### src/rtl/pps_clkout.sv
module pps_clkout #(
  parameter int TW = 64,
  parameter int DW = 32,
  parameter int AW = 3
) (
  input  logic          clk,
  input  logic          rst_n,
  input  logic [TW-1:0] time_now,
  input  logic          wr_en,
  input  logic [AW-1:0] wr_addr,
  input  logic [DW-1:0] wr_data,
  output logic          pin_out,
  output logic          pin_oe,
  output logic          irq_out
);
  localparam int NW     = TW / DW;
  localparam int A_CTRL = 0;
  localparam int A_HALF = 1;
  localparam int A_TGT  = A_HALF + NW;
  localparam int A_PIN  = A_TGT + NW;

  logic          run_q, align_q, irqen_q, drv_q, route_q;
  logic          wave_q, irq_q;
  logic [TW-1:0] half_q, tgt_q, edge_q;

  logic ctrl_wr, pin_wr, reached;
  assign ctrl_wr = wr_en && (wr_addr == AW'(A_CTRL));
  assign pin_wr  = wr_en && (wr_addr == AW'(A_PIN));
  assign reached = run_q && (time_now >= edge_q);

  always_ff @(posedge clk or negedge rst_n) begin
    if (!rst_n) begin
      half_q  <= '0;
      tgt_q   <= '0;
      drv_q   <= 1'b0;
      route_q <= 1'b0;
    end else begin
      for (int w = 0; w < NW; w++) begin
        if (wr_en && wr_addr == AW'(A_HALF + w)) half_q[w*DW +: DW] <= wr_data;
        if (wr_en && wr_addr == AW'(A_TGT + w))  tgt_q[w*DW +: DW]  <= wr_data;
      end
      if (pin_wr) begin
        drv_q   <= wr_data[0];
        route_q <= wr_data[1];
      end
    end
  end

  always_ff @(posedge clk or negedge rst_n) begin
    if (!rst_n) begin
      run_q   <= 1'b0;
      align_q <= 1'b0;
      irqen_q <= 1'b0;
      wave_q  <= 1'b0;
      irq_q   <= 1'b0;
      edge_q  <= '0;
    end else if (ctrl_wr) begin
      run_q   <= wr_data[0];
      align_q <= wr_data[1];
      irqen_q <= wr_data[2];
      wave_q  <= 1'b0;
      irq_q   <= 1'b0;
      edge_q  <= wr_data[1] ? tgt_q : time_now + half_q;
    end else if (reached) begin
      wave_q <= ~wave_q;
      edge_q <= edge_q + half_q;
      irq_q  <= irqen_q;
    end else begin
      irq_q <= 1'b0;
    end
  end

  assign pin_oe  = drv_q;
  assign pin_out = wave_q & drv_q & route_q;
  assign irq_out = irq_q;
endmodule

### config.mk
export PLATFORM = sky130hd
export DESIGN_NAME = pps_clkout
export DESIGN_NICKNAME = d
export VERILOG_FILES = /design/src/rtl/pps_clkout.sv
export SDC_FILE = /design/constraint.sdc
export NUM_CORES = 1
export LEC_CHECK = 0
export BUFFER_PORTS_ARGS = -buffer_cell sky130_fd_sc_hd__buf_2
export CORE_UTILIZATION = 63
export DETAILED_ROUTE_END_ITERATION = 6
export GPL_TIMING_DRIVEN = 0
export PLACE_DENSITY_LB_ADDON = 0.08
export SYNTH_ARGS = -nofsm -noshare
export SYNTH_HDL_FRONTEND = slang
export SYNTH_SLANG_ARGS = --single-unit
### constraint.sdc
create_clock -name clk -period 4.15 [get_ports clk]
set_clock_uncertainty 0.05 [all_clocks]
set_input_delay 1.0375 -clock clk [delete_from_list [all_inputs] [get_ports clk]]
set_output_delay 1.0375 -clock clk [all_outputs]
set_load 0.1 [all_outputs]
# Word-level counts from Yosys, hierarchy flattened
# Index checks and enable logic that the tools add are counted.
# W data, S select, Z words.
# word_totals
in_bits	102
regBits	198
# classes
bitwise	3
add_sub_neg	2
eq_ne	5
order_cmp	1
mux	7
reduce_logical	9
# ops
operator	n
$mux W64	3
$add A64 B64 Y64	2
$ge A64 B64 Y1	1
$logic_and A1 B1 Y1	7
$eq A3 B2 Y1 const B	2
$eq A3 B3 Y1 const B	2
$mux W1	4
$eq A3 B1 Y1 const B	1
$logic_not A3 Y1	1
$and A1 B1 Y1	2
$reduce_bool A2 Y1	1
$not A1 Y1	1

# Longest topological paths before layout
# Gate-level depths: netlist of run 1.
# depth
depth_word	4
mapped_depth	14
depth_no_buf	13

# Least setup slack after synthesis of run 1
# Ideal clock, no wire load.
# synth_path
path_kind	input to register
from	input time_now[0]
to	register edge_q[46]
required_ns	3.961
slack_ns	0.332
t_arrival_ns	3.629
cell_stages	13
path_cell_list	ha_1 > inv_1 > fa_1 > nand2b_1 > a21o_1 > a2111o_1 > a211oi_2 > o2111ai_1 > a21oi_1 > nor2b_1 > o21ai_0 > mux2i_1 > a22oi_1
# synth_via
elab_chain_cells	3
elab_cells_between_ends	6
cone_classes	add/sub: 1; order compare: 1; mux: 2; reduce/logical: 2
# synth_rtl
item	line_no	source
start, declared	8	input logic [TW-1:0] time_now,
$add A64 B64 Y64 / $ge A64 B64 Y1 (equally long branches)	63, 29	
$mux W64 / $logic_and A1 B1 Y1 (equally long branches)	63, 29	
$mux W64 / $reduce_bool A2 Y1 (equally long branches)	-	
end signal, assigned	63	edge_q <= wr_data[1] ? tgt_q : time_now + half_q;
end signal, assigned	66	edge_q <= edge_q + half_q;
end, declared	24	logic [TW-1:0] half_q, tgt_q, edge_q;
# Parallel ways exist; a longest one is shown, timed or not.
# A chain may end at the register's enable or synchronous reset.

# Worst setup path after layout of run 1
# layout_path
from	register half_q[6]
to	register edge_q[63]
# layout_via
elab_chain_cells	3
elab_cells_between_ends	5
cone_classes	add/sub: 2; mux: 3
# layout_rtl
item	line_no	source
start, declared	24	
start signal, assigned by index	39	if (wr_en && wr_addr == AW'(A_HALF + w)) half_q[w*DW +: DW] <= wr_data;
$add A64 B64 Y64 (on tied branches)	66, 63	
$mux W64 (on tied branches)	64, 63	
$mux W64 *	57	end else if (ctrl_wr) begin
# Every way passes the cells marked *; elsewhere a longest branch is shown, timed or not. The select of a mux whose other input is x is not followed.

==> results of run 1 <==
-- power groups by stage --
| stage | sequential, µW | combinational, µW | clock, µW |
|---|---|---|---|
| 6_report | 3140 | 8590 | 1760 |
| 5_1_grt | 3180 | 9360 | 1800 |
| 4_1_cts | 3100 | 8240 | 1730 |
| 3_5_place_dp | 3130 | 8140 | 0 |
| 3_3_place_gp | 3100 | 7940 | 0 |
| 2_1_floorplan | 2910 | 6080 | 0 |
-- flip-flops by register name (all words and copies together) (netlist names) --
register / flops
route_q: 1
tgt_q: 64
wave_q: 1
half_q: 64
edge_q: 64
run_q: 1
irq_out: 1
pin_oe: 1
irqen_q: 1
-- routing by layer --
metal	share of wire [%]	GRT usage (%)	vias to the layer above
li1	-	-	7969
met1	38	60.9	8640
met2	42	71.5	1208
met3	12	13.7	326
met4	8.1	34.0	0
met5	0	0	-
-- cell families (layout without fill, tap and decap cells) --
logic type               Yosys count  in the layout  share of synthesized area (%)
AO/OA/AOI/OAI                    709            709                           25.5
AND/OR/NAND/NOR                  554            554                           14.5
buffers and inverters            207            350                           4.90
flip-flops                       198            198                           27.9
adder cells (fa/ha/maj)          192            192                           13.6
multiplexers                     143            143                           8.96
XOR/XNOR                          94             94                           4.63
other                              0              3                              0
-- what timing repair did --
item / in CTS / in global routing
setup buffers: 2 / 4
pin swaps: 2 / 5
endpoints found under the hold margin: 0 / 0
endpoints found under the setup margin: 19 / 54
resized for setup: 5 / 24
cloned: 0 / 0
-- critical path: stages (launching register included) --
cell       delay (ps)
dfrtp_1           430
ha_1              400
a2111oi_0         480
o21ai_1           210
a21oi_2           530
a211oi_1          230
o21ai_2           390
o31a_1            470
a21oi_1           170
o31a_1            320
a211oi_1          230
a2bb2oi_1         180
-- area by class of cell --
cell class                      count  share of cell area (%)
Inverter                          105                    2.01
Antenna cell                        3                  0.0383
Clock inverter                     15                   0.824
Sequential cell                   198                    25.3
Clock buffer                       17                    2.17
Multi-Input combinational cell   1692                    61.6
Tap cell                          378                    2.42
Timing Repair Buffer              111                    3.11
Buffer                            102                    2.47
-- per-stage QoR --
step / cell area (µm²) / cells / total power (µW)
finish: 19600 / 2621 / 13500
detailed placement: 18800 / 2580 / 11300
floorplan: 17800 / 2097 / 8990
CTS: 19400 / 2614 / 13100
global route: 19600 / 2621 / 14300
global placement: 18800 / 2578 / 11000
-- layout by cell type (no fill, tap or decap), types with 6 or more instances in the layout --
| master | synthesis | layout |
|---|---|---|
| buf_6 | 9 | 8 |
| o21ai_1 | 18 | 18 |
| mux2_2 | 128 | 128 |
| nand2_1 | 164 | 164 |
| o31ai_1 | 11 | 9 |
| nor2_1 | 177 | 176 |
| a221oi_1 | 7 | 7 |
| nor2b_1 | 16 | 16 |
| o21a_1 | 19 | 19 |
| mux2i_1 | 15 | 15 |
| ha_1 | 190 | 189 |
| a31oi_1 | 19 | 19 |
| xnor2_1 | 62 | 62 |
| nand2b_1 | 14 | 14 |
| a211oi_2 | 7 | 10 |
| xor2_1 | 32 | 32 |
| nand4_1 | 48 | 48 |
| buf_2 | 14 | 116 |
| a21o_1 | 77 | 77 |
| buf_1 | 7 | 7 |
| o211ai_1 | 15 | 15 |
| clkbuf_16 | 0 | 17 |
| buf_4 | 2 | 8 |
| inv_1 | 104 | 104 |
| o21ai_0 | 92 | 90 |
| nor4_1 | 8 | 8 |
| nor3_1 | 33 | 33 |
| a21oi_1 | 273 | 270 |
| dfrtp_1 | 198 | 198 |
| and3_1 | 16 | 16 |
| a21boi_0 | 7 | 7 |
| nand3_1 | 31 | 31 |
| a211oi_1 | 54 | 50 |
| or3_1 | 14 | 14 |
| o21bai_1 | 33 | 33 |
| clkbuf_1 | 69 | 68 |
| and2_1 | 7 | 7 |
| a211o_1 | 6 | 6 |
| a21oi_2 | 9 | 12 |
-- worst max-delay path by stage --
stage	end	from	slack, ps
6_report	edge_q[63]	half_q[6]	-2
5_1_grt	edge_q[61]	time_now[18]	10
4_1_cts	edge_q[54]	half_q[0]	20
3_5_place_dp	edge_q[13]	time_now[13]	-670
3_3_place_gp	edge_q[5]	rst_n	-1350
2_1_floorplan	edge_q[46]	time_now[0]	330
==> metrics.yaml, run 1 <==
run_status:
  status: "complete, but fails checks"
  violations: "setup timing"
cells_and_area:
  layout.nets: 2521
  fill_cells: 2328
  multi_input_area_mm2: 0.0121
  post-route-util_pct: 70.5
  regArea_mm2: 0.00495
  drive_above_1_share_pct: 15.8
  area_delta_synth_final_pct: 10.2
clock_network:
  cts_root_buffer: "clkbuf_16"
  cts.sinks: 198
  cts_tree: "done"
  cts_buffers: 17
  worstSkewPairLatency_ps: 470
  htree_num_levels: 4
  ctsLongestPathBuffers: 2
  cts_hold_buf: 0
  path_clk_slew_ps: 80
critical_path:
  r2r_slack_ps: -2
  cp-start-kind: "flip-flop"
  r2r_start: "half_q[6]"
  reg2reg_to: "edge_q[63]"
  end_kind: "flip-flop"
  path_class: "flip-flop to flip-flop"
  r2r_cells: 11
  arrival_ps: 4490
  crit_fanout: 6
  critical_path_required_ps: 4490
timing:
  hold_viol_final: 0
  maxSlewViolCount: 0
  fin_crit_ps: 4150
  rsz0062_at_grt: "false"
  min_period_over_period_pct: 100
  fmax_mhz: 241
  hold_ws_ps: 460
  setup_tns_ps: -2.42
  setup_viol: 1
  setup_ws_ps: -2.42
  worst_pin_slew_ps: 1140
  relSlewSlack_pct: 24.0
placed_design:
  io_buffers: 103
  dp_hpwl_um: 53800
  dp_slack_ps: -669
  place_congestion: 1.05
drt:
  viasPerCell: 6.92
  drtIter0Drc: 2070
  drtAntennaViolNets: 0
  routed_wl_um: 69000
  post_drt_wl_per_cell_um: 26.3
  drc: 0
  dr_total_vias: 18100
  drt-pass1-iter-count: 6
pwr:
  switching_share_pct: 50.3
  switchingPower_uw: 6790
  clkPwrFrac_pct: 13.0
  power_density_mw_per_mm2: 689
  power_frac_seq_pct: 23.3
  peakVddDrop_v: 0.000463
  p_leak_uw: 0.00891
  p_int_uw: 6700
  power_frac_comb_pct: 63.7
yosys:
  yosys.area.top_type_share_pct: 27.9
  syn-num-nets: 2391
  synth_ff_type: "dfrtp_1"
  async_flop_share_pct: 100
  synth_area_leader_cell: "dfrtp_1"
  synth_area_per_cell_um2: 8.47
  post_synth_num_cell_types: 88
  synth-edff-count: 0
  synth.top_cells.by_count: "a21oi_1, dfrtp_1, ha_1"
  ys_seq_elements: 198
  ys_seq_area_share_pct: 27.9
  yosys_warnings: 0
  synth.most_common_cell: "a21oi_1"
  syn_inst: 2097
  synth_area_mm2: 0.0178
  synthTopCellsByArea: "dfrtp_1, ha_1, mux2_2"
min_path:
  min_path_cells: 1
  hold_class: "flip-flop to flip-flop"
  hold_start: "tgt_q[28]"
  hold_end: "tgt_q[28]"
floorplanning:
  placementRows: 61
  fp.dieH_um: 170
  die_x_um: 170
  dieArea_mm2: 0.0289
  start_util_pct: 63.9
  core_mm2: 0.0278
  pin_count: 105
global_routing:
  first_global_vias: 17300
  grt_pass1_wl_um: 103000
  antenna_found_initial: 3
  grt_max_degree: 119
  grt-ovfl-total: 0
  grt_usage_pct: 48.4
run:
  maxCapViolations: 0
Note: power is estimated with default switching activity, not from simulation.
==> inputs of run 2 (changes only) <==
CORE_UTILIZATION = 50   (was 63)
CTS_BUF_LIST = sky130_fd_sc_hd__clkbuf_8 sky130_fd_sc_hd__clkbuf_16   (was not set)
CTS_CLUSTER_DIAMETER = 40   (was not set)
==> metrics.yaml, run 2 (synthesis gave the netlist of run 1 again) <==
critical_path:
  cp-start-kind: "input pin"
  end_kind: "flip-flop"
  arrival_ps: 4380  # -110 ps
  critPathSlowestCell: "a2111o_1"
  r2r_slack_ps: 100  # +100 ps
  cpPeakStageDelay_ps: 540  # about the same
  path_class: "input pin to flip-flop"
  critical_path_required_ps: 4390  # -100 ps
  crit_fanout: 4  # -2
  crit_chain: "buf_2 > ha_2 > inv_1 > fa_1 > nand2b_1 > a21o_1 > a2111o_1 > a211oi_4 > o2111ai_4 > a21oi_4 > nor2b_1 > o21ai_1 > mux2i_1 > a22oi_1"
  critPathBufInv: 2  # +2
  cpLargestDelayFamily: "compound AO/OA/AOI/OAI gates"
placed_design:
  place_congestion: 1.05  # about the same
  io_buffers: 103  # unchanged
  dp_slack_ps: -857  # -188 ps
  dp_hpwl_um: 57000  # +5.9%
  dpl_cell_area_mm2: 0.0189  # +0.63%
clock_network:
  worstSkewPairLatency_ps: 480  # about the same
  cts_root_buffer: "clkbuf_16"
  cts.sinks: 198  # unchanged
  path_clk_slew_ps: 80  # about the same
  cts_hold_buf: 0  # unchanged
  cts_buffers: 17  # unchanged
  cts_tree: "done"
  ctsLongestPathBuffers: 2  # unchanged
  htree_num_levels: 4  # unchanged
drt:
  dr_total_vias: 17600  # -3.1%
  drt-pass1-iter-count: 7  # +1
  met2_length_um: 31900  # +9.9%
  routed_wl_um: 72400  # +4.9%
  routedLengthMet1_um: 30700  # +19%
  drtIter0Drc: 1801  # -13%
  post_drt_wl_per_cell_um: 26.8  # +2.0%
  viasPerCell: 6.52  # -5.9%
  wl_met3_um: 6410  # -25%
  drc: 1  # +1
  drtAntennaViolNets: 0  # unchanged
  top_layer: "met5"
global_routing:
  grt-ovfl-total: 0  # unchanged
  grt_usage_pct: 40.1  # -8.2 points
  grt_max_degree: 80  # -33%
  antenna_found_initial: 5  # +2
  grt_pass1_wl_um: 106000  # +3.1%
  first_global_vias: 16500  # -4.7%
cells_and_area:
  final_cell_mix: "a21oi_1, dfrtp_1, ha_1"
  postLayoutCellArea_mm2: 0.0198  # +1.0%
  n_antenna_cell: 0  # -3
  multi_input_area_mm2: 0.0121  # +0.33%
  layout.nets: 2523  # +0.079%
  regArea_mm2: 0.00495  # unchanged
  largestRegisters: "edge_q (64), half_q (64), tgt_q (64)"
  drive_above_1_share_pct: 15.9  # +0.12 points
  post-route-util_pct: 57.0  # -13 points
  final_common_cell: "a21oi_1"
  area_delta_synth_final_pct: 11.3
  fill_cells: 3243  # +39%
floorplanning:
  fp.dieH_um: 191  # +12%
  dieArea_mm2: 0.0363  # +26%
  core_mm2: 0.0347  # +25%
  pin_count: 105  # unchanged
  die_x_um: 191  # +12%
  placementRows: 68  # +11%
  start_util_pct: 51.2  # -13 points
run_status:
  status: "complete, but fails checks"
  violations: "DRC"
timing:
  maxSlewViolCount: 0  # unchanged
  fin_crit_ps: 4140  # -14.8 ps
  relSlewSlack_pct: 22.7  # -1.2 points
  setup_ws_ps: 12.4  # +14.8 ps
  rsz0062_at_grt: "true"
  setup_viol: 0  # -1
  worst_pin_slew_ps: 1160  # +18.6 ps
  hold_viol_final: 0  # unchanged
  min_period_over_period_pct: 99.7  # -0.36 points
  fmax_mhz: 242  # +0.36%
pwr:
  peakVddDrop_v: 0.000394  # -15%
  power_uw: 13500  # +0.12%
  p_leak_uw: 0.00896  # +0.55%
  power_density_mw_per_mm2: 683  # -0.90%
min_path:
  hold_class: "input pin to asynchronous set/reset pin"
run:
  maxCapViolations: 0  # unchanged
-- run 2: where the power goes --
group          internal [µW]  switching [µW]  leakage [µW]
registers               2540             565       0.00236
clock network            834             976      0.000301
logic                   3300            5300       0.00630
total                   6670            6840       0.00896
-- run 2: final timing paths --
path | start | endpoint | cells after the start
worst min-delay path | rst_n | edge_q[15] | 1
worst max register to register | half_q[0] | edge_q[46] | 15
max in group asynchronous | rst_n | half_q[62] | 2
min in group clk | route_q | route_q | 2
worst min register to register | route_q | route_q | 2
worst max-delay path | time_now[0] | edge_q[46] | 14
-- run 2: area by class of cell --
type | instances | area share (%)
multi-input combinational | 1692 | 61.2
sequential | 198 | 25.1
timing repair buffer | 113 | 3.29
tap | 455 | 2.88
buffer | 102 | 2.45
clock buffer | 17 | 2.15
inverter | 105 | 1.99
clock inverter | 15 | 0.962
-- run 2: what timing repair did --
action                                  CTS  global route
endpoints found under the setup margin   62            27
buffers inserted                          1             6
gates resized for setup                  14            18
pin swaps                                 2             5
-- run 2: per-stage QoR --
step           setup TNS (ps)  hold slack [ps]  instances
2_1_floorplan               0              382       2097
3_3_place_gp          -348550              398       2655
3_5_place_dp           -40330              417       2658
4_1_cts                 -27.7              437       2691
5_1_grt                  -158              464       2697
6_report                    0              427       2697
-- run 2: layer usage --
metal	vias up	track usage, %
met5	-	0
met4	2	16.7
met2	853	62.9
li1	7973	-
met1	8577	54.1
met3	169	7.47
